[config.mk]
export PLATFORM = sky130hd
export DESIGN_NAME = vfmt_top
export DESIGN_NICKNAME = d
export VERILOG_FILES = /design/src/rtl/vfmt_pkg.sv /design/src/rtl/vfmt_line_type.sv /design/src/rtl/vfmt_seq.sv /design/src/rtl/vfmt_byte_sel.sv /design/src/rtl/vfmt_top.sv
export SDC_FILE = /design/constraint.sdc
export NUM_CORES = 1
export LEC_CHECK = 0
export BUFFER_PORTS_ARGS = -buffer_cell sky130_fd_sc_hd__buf_2
export CAP_MARGIN = 15
export CORE_ASPECT_RATIO = 1.25
export CORE_UTILIZATION = 30
export DETAILED_ROUTE_END_ITERATION = 8
export PLACE_DENSITY_LB_ADDON = 0.08
export SLEW_MARGIN = 25
export SYNTH_ARGS = -nofsm -noshare
export SYNTH_HDL_FRONTEND = slang
export SYNTH_HIERARCHICAL = 1
export SYNTH_SLANG_ARGS = --single-unit
[constraint.sdc]
create_clock -name clk -period 7.5 [get_ports clk]
set_input_delay 1.875 -clock clk [delete_from_list [all_inputs] [get_ports clk]]
set_output_delay 1.875 -clock clk [all_outputs]
set_load 0.02 [all_outputs]
[src/rtl/vfmt_pkg.sv]
package vfmt_pkg;

    localparam logic [7:0] BLK_C = 8'h80;
    localparam logic [7:0] BLK_Y = 8'h10;
    localparam logic [3:0] TYPE_ACTIVE = 4'd15;
    localparam logic [3:0] TYPE_TESTLINE = 4'd6;

    typedef enum logic [1:0] {ST_BLANK, ST_SAV, ST_ACT, ST_EAV} seq_st_e;

    typedef enum logic [2:0] {SL_BLK80, SL_BLK10, SL_REF, SL_CHR, SL_LUM, SL_TST} slot_e;

    typedef struct packed {
        slot_e      kind;
        logic [1:0] idx;
        logic       h;
        logic       f;
        logic       v;
        logic       raw;
    } slot_t;

    function automatic logic [7:0] ref_code(input logic f, input logic v, input logic h);
        return {1'b1, f, v, h, v ^ h, f ^ h, f ^ v, f ^ v ^ h};
    endfunction

    function automatic logic type_is_raw(input logic [3:0] t);
        return !(t == TYPE_ACTIVE || t == TYPE_TESTLINE);
    endfunction

endpackage

[src/rtl/vfmt_line_type.sv]
module vfmt_line_type
    import vfmt_pkg::*;
#(
    parameter int LINE_W = 10,
    parameter int FIRST  = 2,
    parameter int NLT    = 23
) (
    input  logic [LINE_W-1:0] line_i,
    input  logic [4*NLT-1:0]  tbl_i,
    output logic              raw_o
);
    logic [3:0] ltype;

    always_comb begin
        ltype = TYPE_ACTIVE;
        for (int i = 0; i < NLT; i++) begin
            if (line_i == LINE_W'(FIRST + i)) ltype = tbl_i[4*i +: 4];
        end
        raw_o = type_is_raw(ltype);
    end
endmodule

[src/rtl/vfmt_seq.sv]
module vfmt_seq
    import vfmt_pkg::*;
#(
    parameter int PIX = 720
) (
    input  logic  clk,
    input  logic  rst,
    input  logic  test_i,
    input  logic  hblank_i,
    input  logic  field_i,
    input  logic  vblank_i,
    input  logic  raw_line_i,
    output slot_t slot_o
);
    localparam int LINE_BYTES = 2 * PIX;
    localparam int CNT_W = $clog2(LINE_BYTES);
    localparam logic [CNT_W-1:0] LAST = CNT_W'(LINE_BYTES - 1);
    localparam logic [CNT_W-1:0] REF_END = CNT_W'(3);

    seq_st_e          st_q;
    logic [CNT_W-1:0] cnt_q;
    logic             ph_q, hb_q, pend_q, f_q, v_q, raw_q;
    logic             fall, go;

    assign fall = hb_q & ~hblank_i;
    assign go   = pend_q & ~ph_q;

    always_comb begin
        slot_o.idx = cnt_q[1:0];
        slot_o.h   = 1'b0;
        slot_o.f   = f_q;
        slot_o.v   = v_q;
        slot_o.raw = raw_q;
        if (test_i) begin
            slot_o.kind = SL_TST;
        end else begin
            unique case (st_q)
                ST_BLANK: begin
                    slot_o.kind = go ? SL_REF : (ph_q ? SL_BLK10 : SL_BLK80);
                    slot_o.idx  = 2'd0;
                end
                ST_SAV:  slot_o.kind = SL_REF;
                ST_ACT:  slot_o.kind = cnt_q[0] ? SL_LUM : SL_CHR;
                default: begin
                    slot_o.kind = SL_REF;
                    slot_o.h    = 1'b1;
                end
            endcase
        end
    end

    always_ff @(posedge clk) begin
        if (rst) begin
            st_q   <= ST_BLANK;
            cnt_q  <= '0;
            ph_q   <= 1'b0;
            hb_q   <= 1'b1;
            pend_q <= 1'b0;
            f_q    <= 1'b0;
            v_q    <= 1'b0;
            raw_q  <= 1'b0;
        end else begin
            hb_q <= hblank_i;
            if (test_i) begin
                st_q   <= ST_BLANK;
                cnt_q  <= '0;
                ph_q   <= 1'b0;
                pend_q <= 1'b0;
            end else begin
                unique case (st_q)
                    ST_BLANK: begin
                        if (go) begin
                            st_q   <= ST_SAV;
                            cnt_q  <= CNT_W'(1);
                            pend_q <= fall;
                            raw_q  <= raw_line_i;
                        end else begin
                            ph_q   <= ~ph_q;
                            pend_q <= pend_q | fall;
                        end
                    end
                    ST_SAV: begin
                        pend_q <= pend_q | fall;
                        if (cnt_q == REF_END) begin
                            st_q  <= ST_ACT;
                            cnt_q <= '0;
                        end else cnt_q <= cnt_q + 1'b1;
                    end
                    ST_ACT: begin
                        pend_q <= pend_q | fall;
                        if (cnt_q == LAST) begin
                            st_q  <= ST_EAV;
                            cnt_q <= '0;
                            f_q   <= field_i;
                            v_q   <= vblank_i;
                        end else cnt_q <= cnt_q + 1'b1;
                    end
                    default: begin
                        pend_q <= pend_q | fall;
                        if (cnt_q == REF_END) begin
                            st_q  <= ST_BLANK;
                            cnt_q <= '0;
                            ph_q  <= 1'b0;
                        end else cnt_q <= cnt_q + 1'b1;
                    end
                endcase
            end
        end
    end

    // reference bytes follow each other in order unless the override cuts in
    p_ref_order_r2: assert property (@(posedge clk) disable iff (rst)
        (slot_o.kind == SL_REF && slot_o.idx != 2'd3)
        |=> (test_i || (slot_o.kind == SL_REF && slot_o.idx == $past(slot_o.idx) + 2'd1)));

    // flags change only when the last data byte hands over to the end reference
    p_fv_at_eav_r4: assert property (@(posedge clk) disable iff (rst)
        !(st_q == ST_ACT && cnt_q == LAST && !test_i) |=> ($stable(f_q) && $stable(v_q)));
endmodule

[src/rtl/vfmt_byte_sel.sv]
module vfmt_byte_sel
    import vfmt_pkg::*;
#(
    parameter int ADC_W = 10
) (
    input  slot_t            slot_i,
    input  logic             sup_i,
    input  logic             vid_valid_i,
    input  logic [7:0]       vid_c_i,
    input  logic [7:0]       vid_y_i,
    input  logic             raw_valid_i,
    input  logic [7:0]       raw_i,
    input  logic [ADC_W-1:0] adc_a_i,
    input  logic [ADC_W-1:0] adc_b_i,
    input  logic             tst_hi_i,
    input  logic             tsel_i,
    output logic [7:0]       byte_o,
    output logic             miss_o
);
    logic [ADC_W-1:0] adc;
    logic             luma_ok;

    assign adc     = tsel_i ? adc_b_i : adc_a_i;
    assign luma_ok = vid_valid_i && (!slot_i.raw || raw_valid_i);

    always_comb begin
        miss_o = 1'b0;
        unique case (slot_i.kind)
            SL_BLK80: byte_o = BLK_C;
            SL_BLK10: byte_o = BLK_Y;
            SL_REF: begin
                if (sup_i)                   byte_o = slot_i.idx[0] ? BLK_Y : BLK_C;
                else if (slot_i.idx == 2'd0) byte_o = 8'hFF;
                else if (slot_i.idx == 2'd3) byte_o = ref_code(slot_i.f, slot_i.v, slot_i.h);
                else                         byte_o = 8'h00;
            end
            SL_CHR: begin
                byte_o = vid_valid_i ? vid_c_i : BLK_C;
                miss_o = !vid_valid_i;
            end
            SL_LUM: begin
                byte_o = !luma_ok ? BLK_Y : (slot_i.raw ? raw_i : vid_y_i);
                miss_o = !luma_ok;
            end
            default: byte_o = tst_hi_i ? adc[ADC_W-1 -: 8] : adc[7:0];
        endcase
    end
endmodule

[src/rtl/vfmt_top.sv]
module vfmt_top
    import vfmt_pkg::*;
#(
    parameter int PIX    = 720,
    parameter int LINE_W = 10,
    parameter int NLT    = 23,
    parameter int ADC_W  = 10
) (
    input  logic              clk,
    input  logic              rst,
    input  logic              hblank_i,
    input  logic              field_i,
    input  logic              vblank_i,
    input  logic [LINE_W-1:0] line_i,
    input  logic [4*NLT-1:0]  type_tbl_i,
    input  logic              sup_codes_i,
    input  logic              tst_en_i,
    input  logic              tst_hi_i,
    input  logic              tst_dual_i,
    input  logic [ADC_W-1:0]  adc_a_i,
    input  logic [ADC_W-1:0]  adc_b_i,
    input  logic              vid_valid_i,
    output logic              vid_ready_o,
    input  logic [7:0]        vid_c_i,
    input  logic [7:0]        vid_y_i,
    input  logic              raw_valid_i,
    output logic              raw_ready_o,
    input  logic [7:0]        raw_i,
    output logic [7:0]        dout_o,
    output logic              underrun_o
);
    slot_t      slot;
    logic       raw_line, miss, tsel_q;
    logic [7:0] byte_d;

    vfmt_line_type #(.LINE_W(LINE_W), .FIRST(2), .NLT(NLT)) u_ltype (
        .line_i(line_i), .tbl_i(type_tbl_i), .raw_o(raw_line));

    vfmt_seq #(.PIX(PIX)) u_seq (
        .clk(clk), .rst(rst), .test_i(tst_en_i), .hblank_i(hblank_i),
        .field_i(field_i), .vblank_i(vblank_i), .raw_line_i(raw_line), .slot_o(slot));

    vfmt_byte_sel #(.ADC_W(ADC_W)) u_sel (
        .slot_i(slot), .sup_i(sup_codes_i), .vid_valid_i(vid_valid_i),
        .vid_c_i(vid_c_i), .vid_y_i(vid_y_i), .raw_valid_i(raw_valid_i), .raw_i(raw_i),
        .adc_a_i(adc_a_i), .adc_b_i(adc_b_i), .tst_hi_i(tst_hi_i), .tsel_i(tsel_q),
        .byte_o(byte_d), .miss_o(miss));

    assign vid_ready_o = (slot.kind == SL_LUM);
    assign raw_ready_o = (slot.kind == SL_LUM) && slot.raw;

    always_ff @(posedge clk) begin
        if (rst) begin
            dout_o     <= BLK_Y;
            underrun_o <= 1'b0;
            tsel_q     <= 1'b0;
        end else begin
            dout_o     <= byte_d;
            underrun_o <= underrun_o | miss;
            tsel_q     <= tst_en_i && tst_dual_i && !tsel_q;
        end
    end

    // the missing-sample flag never clears outside reset
    p_under_sticky_r11: assert property (@(posedge clk) disable iff (rst)
        underrun_o |=> underrun_o);

    // no sample is consumed during the test override
    p_test_quiet_r9: assert property (@(posedge clk) disable iff (rst)
        tst_en_i |-> (!vid_ready_o && !raw_ready_o));

    // composite samples are only taken together with a processed item slot
    p_raw_with_vid_r10: assert property (@(posedge clk) disable iff (rst)
        raw_ready_o |-> vid_ready_o);

    // an unsuppressed code byte carries the marker bit and the slot's flags
    p_code_flags_r3: assert property (@(posedge clk) disable iff (rst)
        (slot.kind == SL_REF && slot.idx == 2'd3 && !sup_codes_i)
        |=> (dout_o[7] && dout_o[6] == $past(slot.f) && dout_o[5] == $past(slot.v)
             && dout_o[4] == $past(slot.h)));
endmodule

==> metrics.txt, run 1 <==
vias in the first global route 3,854; Pwr Density 114 mW/mm2; Int Power about 0.35 mW; max reg flops 11; most common flop cell mapped by yosys dfxtp_1; Largest regs u_seq/cnt_q: 11 flops, dout_o: 8 flops, u_seq/st_q: 2 flops; leakage 1.83 nW; commonest non-fill, non-tap cell in the layout buf_2; crit path kind in2out; register area share after synthesis 16.7%; CP required ~5.6 ns; hold crit path type reg2reg; RR Startpoint u_seq/st_q[1]$_SDFFE_PP0P_; largest net degree at the start of global routing 61; critical path fanouts, max 12; DR vias/cell 5.51; maxcap violations 0; H-Tree Depth 2; clk root buf clkbuf_16; crit-path most repeated cell buf_2; nets 734; clock share of power between 30% and 40%; count of input and output buffers approximately 170; outcome finished clean; sw frac around 30%; initial antenna violation count 0; yosys warns 6; min-delay src underrun_o$_SDFF_PP0_; reg2reg end dout_o[2]$_SDFF_PP0_; R2R setup slack 4.40 ns; CTS tree built; unrepaired setup endpoints after global routing no; Min-Delay Endpoint underrun_o$_SDFF_PP0_; arrival time at the worst endpoint approximately 3.1 ns; global-route wire length before repair 18,700 um; drt pass-1 iters 7; grt total ovfl 0; # setup viols final 0; worst skew pair latency 0.28 ns; clock sinks 29; setup slack at placement 2.54 ns; sequential share of power between 30% and 40%; Hold-fix buffers, CTS 0; Mapped Nets 591; drt drc 0; clock tree buffer depth 2; reg2reg path depth 9; crit path max-delay cell type nor4bb_1; GPL Wtd Cong 0.860; antenna cells 0; final worst setup slack 2.52 ns; Worst Skew 0.00582 ns; Clock Pin Slew Worst Setup and Hold Paths 0.05 ns; Max transition margin 47.0%; register bit total from synthesis 29; Die Height 122 um; share of total power in combinational logic 29.8%; Setup TNS 0 ns; fin crit period 4.98 ns; final hold vios 0; share of cells above drive strength 1 37.9%; Cells on Worst Hold Path 1; CTS Buf Count 5; FP Rows 43; Die Footprint 0.0120 mm2; Tcrit/Tclk final 66.4%; most frequent cells in the layout buf_2 (167), nor2_1 (32), nand2_1 (31); Cell Area, Synth 0.00347 mm2; fill cell total of the finished layout about 1,200; Largest Register u_seq/cnt_q; switching pwr 0.151 mW; worst slew pin tran 0.791 ns; Startpoint Class input port; synthesized instance count 426; Max VDD drop 0.0783 mV; core area about 0.011 mm2; FMAX 201 MHz; Syn Area/Cell 8.16 um2; Crit. End Element output pin; Post-DRT Antenna Nets 0; post_cts resized 0; hpwl dp 9660 um; gr usage total 19.7%; Netlist cell types 84; number of setup buffers added after CTS 0; Post-synth EDFFs 0; Die Wd 98.3 um; critical-path cell list buf_2, a21oi_1, nand2_1, nor4bb_1, buf_2; I/O Pins 168; final number of max-transition violations 0; Post-Layout Cell Count 705; initial core utilization a little under a third; fraction of registers with async set/reset 0%; DR vias between 3,000 and 4,000; WL final between 10,000 and 15,000 um; slowest stage delay, CP approximately 0.42 ns; first-iteration detailed-routing DRC count 149; Routed wire per std cell 16.9 um; Area Growth Syn to Fin 27.7%; Inst Count DP 697
==> cell type report <==
cell class                      count  area, um2  area share [%]
Clock inverter                      2       10.0           0.226
Tap cell                          135        169            3.81
Multi-Input combinational cell    353       2660            59.9
Timing Repair Buffer              168        843            19.0
Clock buffer                        6        129            2.91
Inverter                           12       45.0            1.02
Sequential cell                    29        581            13.1
==> synth_stat cells (11+ instances only) <==
master | number | area (um2)
xnor2_1 | 11 | 96.3
nand3_1 | 13 | 65.1
dfxtp_1 | 29 | 581
a21oi_1 | 18 | 90.1
nor2b_1 | 14 | 87.6
buf_2 | 11 | 55.1
nor3_1 | 12 | 60.1
mux2i_1 | 17 | 170
nand2_1 | 31 | 116
inv_1 | 12 | 45.0
o21ai_0 | 18 | 90.1
nor2_1 | 32 | 120
==> routing by layer <==
metal / up-vias / share of wire [%] / GRT usage, %
li1: 1923 / - / -
met5: - / 0 / 0
met1: 1769 / 39 / 21.4
met3: 32 / 5.2 / 3.08
met2: 163 / 52 / 37.1
met4: 0 / 3.8 / 9.70
==> worst max-delay path by stage <==
stage	startpoint	end	slack, ns
final	tst_en_i	raw_ready_o	2.52
after global routing	tst_en_i	raw_ready_o	2.45
after CTS	tst_en_i	raw_ready_o	2.54
after detailed placement	tst_en_i	raw_ready_o	2.54
after global placement	tst_en_i	raw_ready_o	2.60
after floorplan	tst_en_i	raw_ready_o	2.65
==> worst max-delay path: cells and delay by family <==
kind / cells / cell delay, ns
AOI/OAI and AO/OA: 1 / 0.13
buffers and inverters: 2 / 0.39
and+or+nand+nor: 2 / 0.71
==> metrics by stage <==
| stage | power, mW | hold slack, ns | cell area (um2) | util, % |
|---|---|---|---|---|
| after floorplan | 0.253 | 0.448 | 3470 | - |
| after global placement | 0.317 | 0.452 | 4300 | 38.4 |
| after detailed placement | 0.317 | 0.455 | 4300 | 38.4 |
| after CTS | 0.513 | 0.473 | 4440 | 39.6 |
| after global routing | 0.533 | 0.495 | 4440 | 39.6 |
| final | 0.505 | 0.468 | 4440 | 39.6 |
==> power groups by stage <==
stage | Clock (mW) | Combinational, mW | Sequential (mW)
after floorplan | 0 | 0.0829 | 0.170
after global placement | 0 | 0.151 | 0.166
after detailed placement | 0 | 0.151 | 0.166
after CTS | 0.199 | 0.151 | 0.163
after global routing | 0.204 | 0.166 | 0.163
final | 0.192 | 0.151 | 0.163
==> logic make-up after synthesis <==
logic type               after synthesis  synth area share, %
AO/OA/AOI/OAI                        134                 27.9
XOR/XNOR                              15                 3.78
multiplexers                          31                 13.5
adder cells (fa/ha/maj)                8                 2.88
flip-flops                            29                 16.7
AND/OR/NAND/NOR                      165                 28.4
buffers and inverters                 44                 6.77
(Power assumes the default switching activity.)
==> inputs of run 2 (changes only) <==
Clock period 7.5 ns to 4.25 ns, I/O delays scaled along.
==> run 2 against run 1 <==
  * Setup slack worse by 1.6 ns
  * Die area unchanged
  * Final cell count up 0.43%
  * Largest power group unchanged
  * Critical endpoint unchanged
  * Sequential share of layout area down 0.084 points
  * First-iteration DRC count up 15%
  * Largest cell class unchanged
==> metrics.txt, run 2 (synthesized netlist as in run 1, its figures left out) <==
drt drc 0; clock tree buffer depth 2; H-Tree Depth 2; Clock Pin Slew Worst Setup and Hold Paths around 0.050 ns; Pwr Density 199 mW/mm2; Largest Register u_seq/cnt_q; critical path fanouts, max 12; Max transition margin 53.7%; vias in the first global route between 3,000 and 4,000; Startpoint Class input port; I/O Pins 168; Final Util 39.9%; DR vias/cell 5.60; max reg flops 11; drt pass-1 iters 6; Setup TNS 0 ns; Largest regs u_seq/cnt_q: 11 flops, dout_o: 8 flops, u_seq/st_q: 2 flops; CTS tree built; slowest stage delay, CP 0.34 ns; Routed wire per std cell 17.7 um; grt total ovfl 0; count of input and output buffers 167; arrival time at the worst endpoint approximately 2.2 ns; final hold vios 0; worst slew pin tran 0.685 ns; worst skew pair latency between 0.2 and 0.3 ns; clock sinks 29; commonest non-fill, non-tap cell in the layout buf_2; GPL Wtd Cong 0.917; global-route wire length before repair 19,000 um; initial antenna violation count 0; final number of max-transition violations 0; outcome finished clean; gr usage total approximately a fifth; hold crit path type reg2reg; FMAX about 300 MHz; crit-path most repeated cell buf_2; clk root buf clkbuf_16; Area Growth Syn to Fin 28.5%; number of setup buffers added after CTS 0; Tcrit/Tclk final roughly 77%; Crit. End Element output pin; core area approximately 0.011 mm2; largest net degree at the start of global routing 29; crit path kind in2out; # setup viols final 0; Die Height roughly 120 um; share of cells above drive strength 1 38.4%; Hold-fix buffers, CTS 0; first-iteration detailed-routing DRC count 172; antenna cells 0; maxcap violations 0; Die Wd 98.3 um; CP required 3.19 ns; Post-DRT Antenna Nets 0; crit path max-delay cell type nor4bb_1; hpwl dp a little over 10,000 um; leakage 1.85 nW; FP Rows 43; most frequent cells in the layout buf_2 (167), nor2_1 (32), nand2_1 (31); Worst Skew 0.00288 ns; DR vias a little under 4,000; WL final approximately 13,000 um; Die Footprint 0.0120 mm2; nets 739; post_cts resized 0; unrepaired setup endpoints after global routing no; Max VDD drop approximately 0.13 mV; critical-path cell list buf_2, a21oi_1, nand2_1, nor4bb_1, buf_2; fin crit period 3.29 ns; fill cell total of the finished layout 1,227; CTS Buf Count 5; initial core utilization 31.0%
[run 2: cell types whose count changed in the layout (fill, tap and decap cells not counted), sizes merged]
cell,previous run,this run
clkbuf,6,5
buf,168,173
clkinv,2,1
[run 2: final cells by class]
class	instances	area [um2]	share of cell area [%]
Inverter	12	45.0	1.01
Clock inverter	1	5.00	0.112
Tap cell	135	169	3.78
Clock buffer	5	125	2.80
Sequential cell	29	581	13.0
Timing Repair Buffer	173	881	19.7
Multi-Input combinational cell	353	2660	59.6
[run 2: path summary, 6_finish.rpt]
path	from	endpoint	slack (ns)	cells after the start
setup / recovery	tst_en_i	raw_ready_o	0.96	5
hold / removal	underrun_o$_SDFF_PP0_	underrun_o$_SDFF_PP0_	0.46	1
setup reg to reg	u_seq/st_q[0]$_SDFFE_PP0P_	dout_o[4]$_SDFF_PP1_	1.52	10
hold reg to reg	underrun_o$_SDFF_PP0_	underrun_o$_SDFF_PP0_	0.46	1
[run 2: through the flow]
stage	hold WS, ns	worst slack (ns)	total power [mW]	area [um2]	instances
final	0.464	0.959	0.887	4460	708
after global routing	0.476	0.818	0.937	4460	708
after CTS	0.465	0.968	0.901	4460	708
after detailed placement	0.453	0.813	0.567	4330	702
after global placement	0.452	0.842	0.568	4330	702
after floorplan	0.448	1.03	0.446	3470	426
[run 2: critical path, delay by kind of cell]
| kind | cells | cell delay, ns |
|---|---|---|
| and+or+nand+nor | 2 | 0.64 |
| buffers and inverters | 2 | 0.37 |
| AOI/OAI and AO/OA | 1 | 0.15 |
[run 2: routing by layer]
| layer | global-route usage, % | share of wire, % |
|---|---|---|
| met4 | 10.6 | 3.8 |
| met3 | 3.02 | 5.3 |
| met2 | 39.2 | 54 |
| met1 | 20.9 | 37 |
| met5 | 0 | 0 |
[run 2: power by group]
| group | internal (mW) | switching, mW |
|---|---|---|
| Sequential | 0.282 | 0.00591 |
| Combinational | 0.131 | 0.143 |
| Clock | 0.208 | 0.116 |
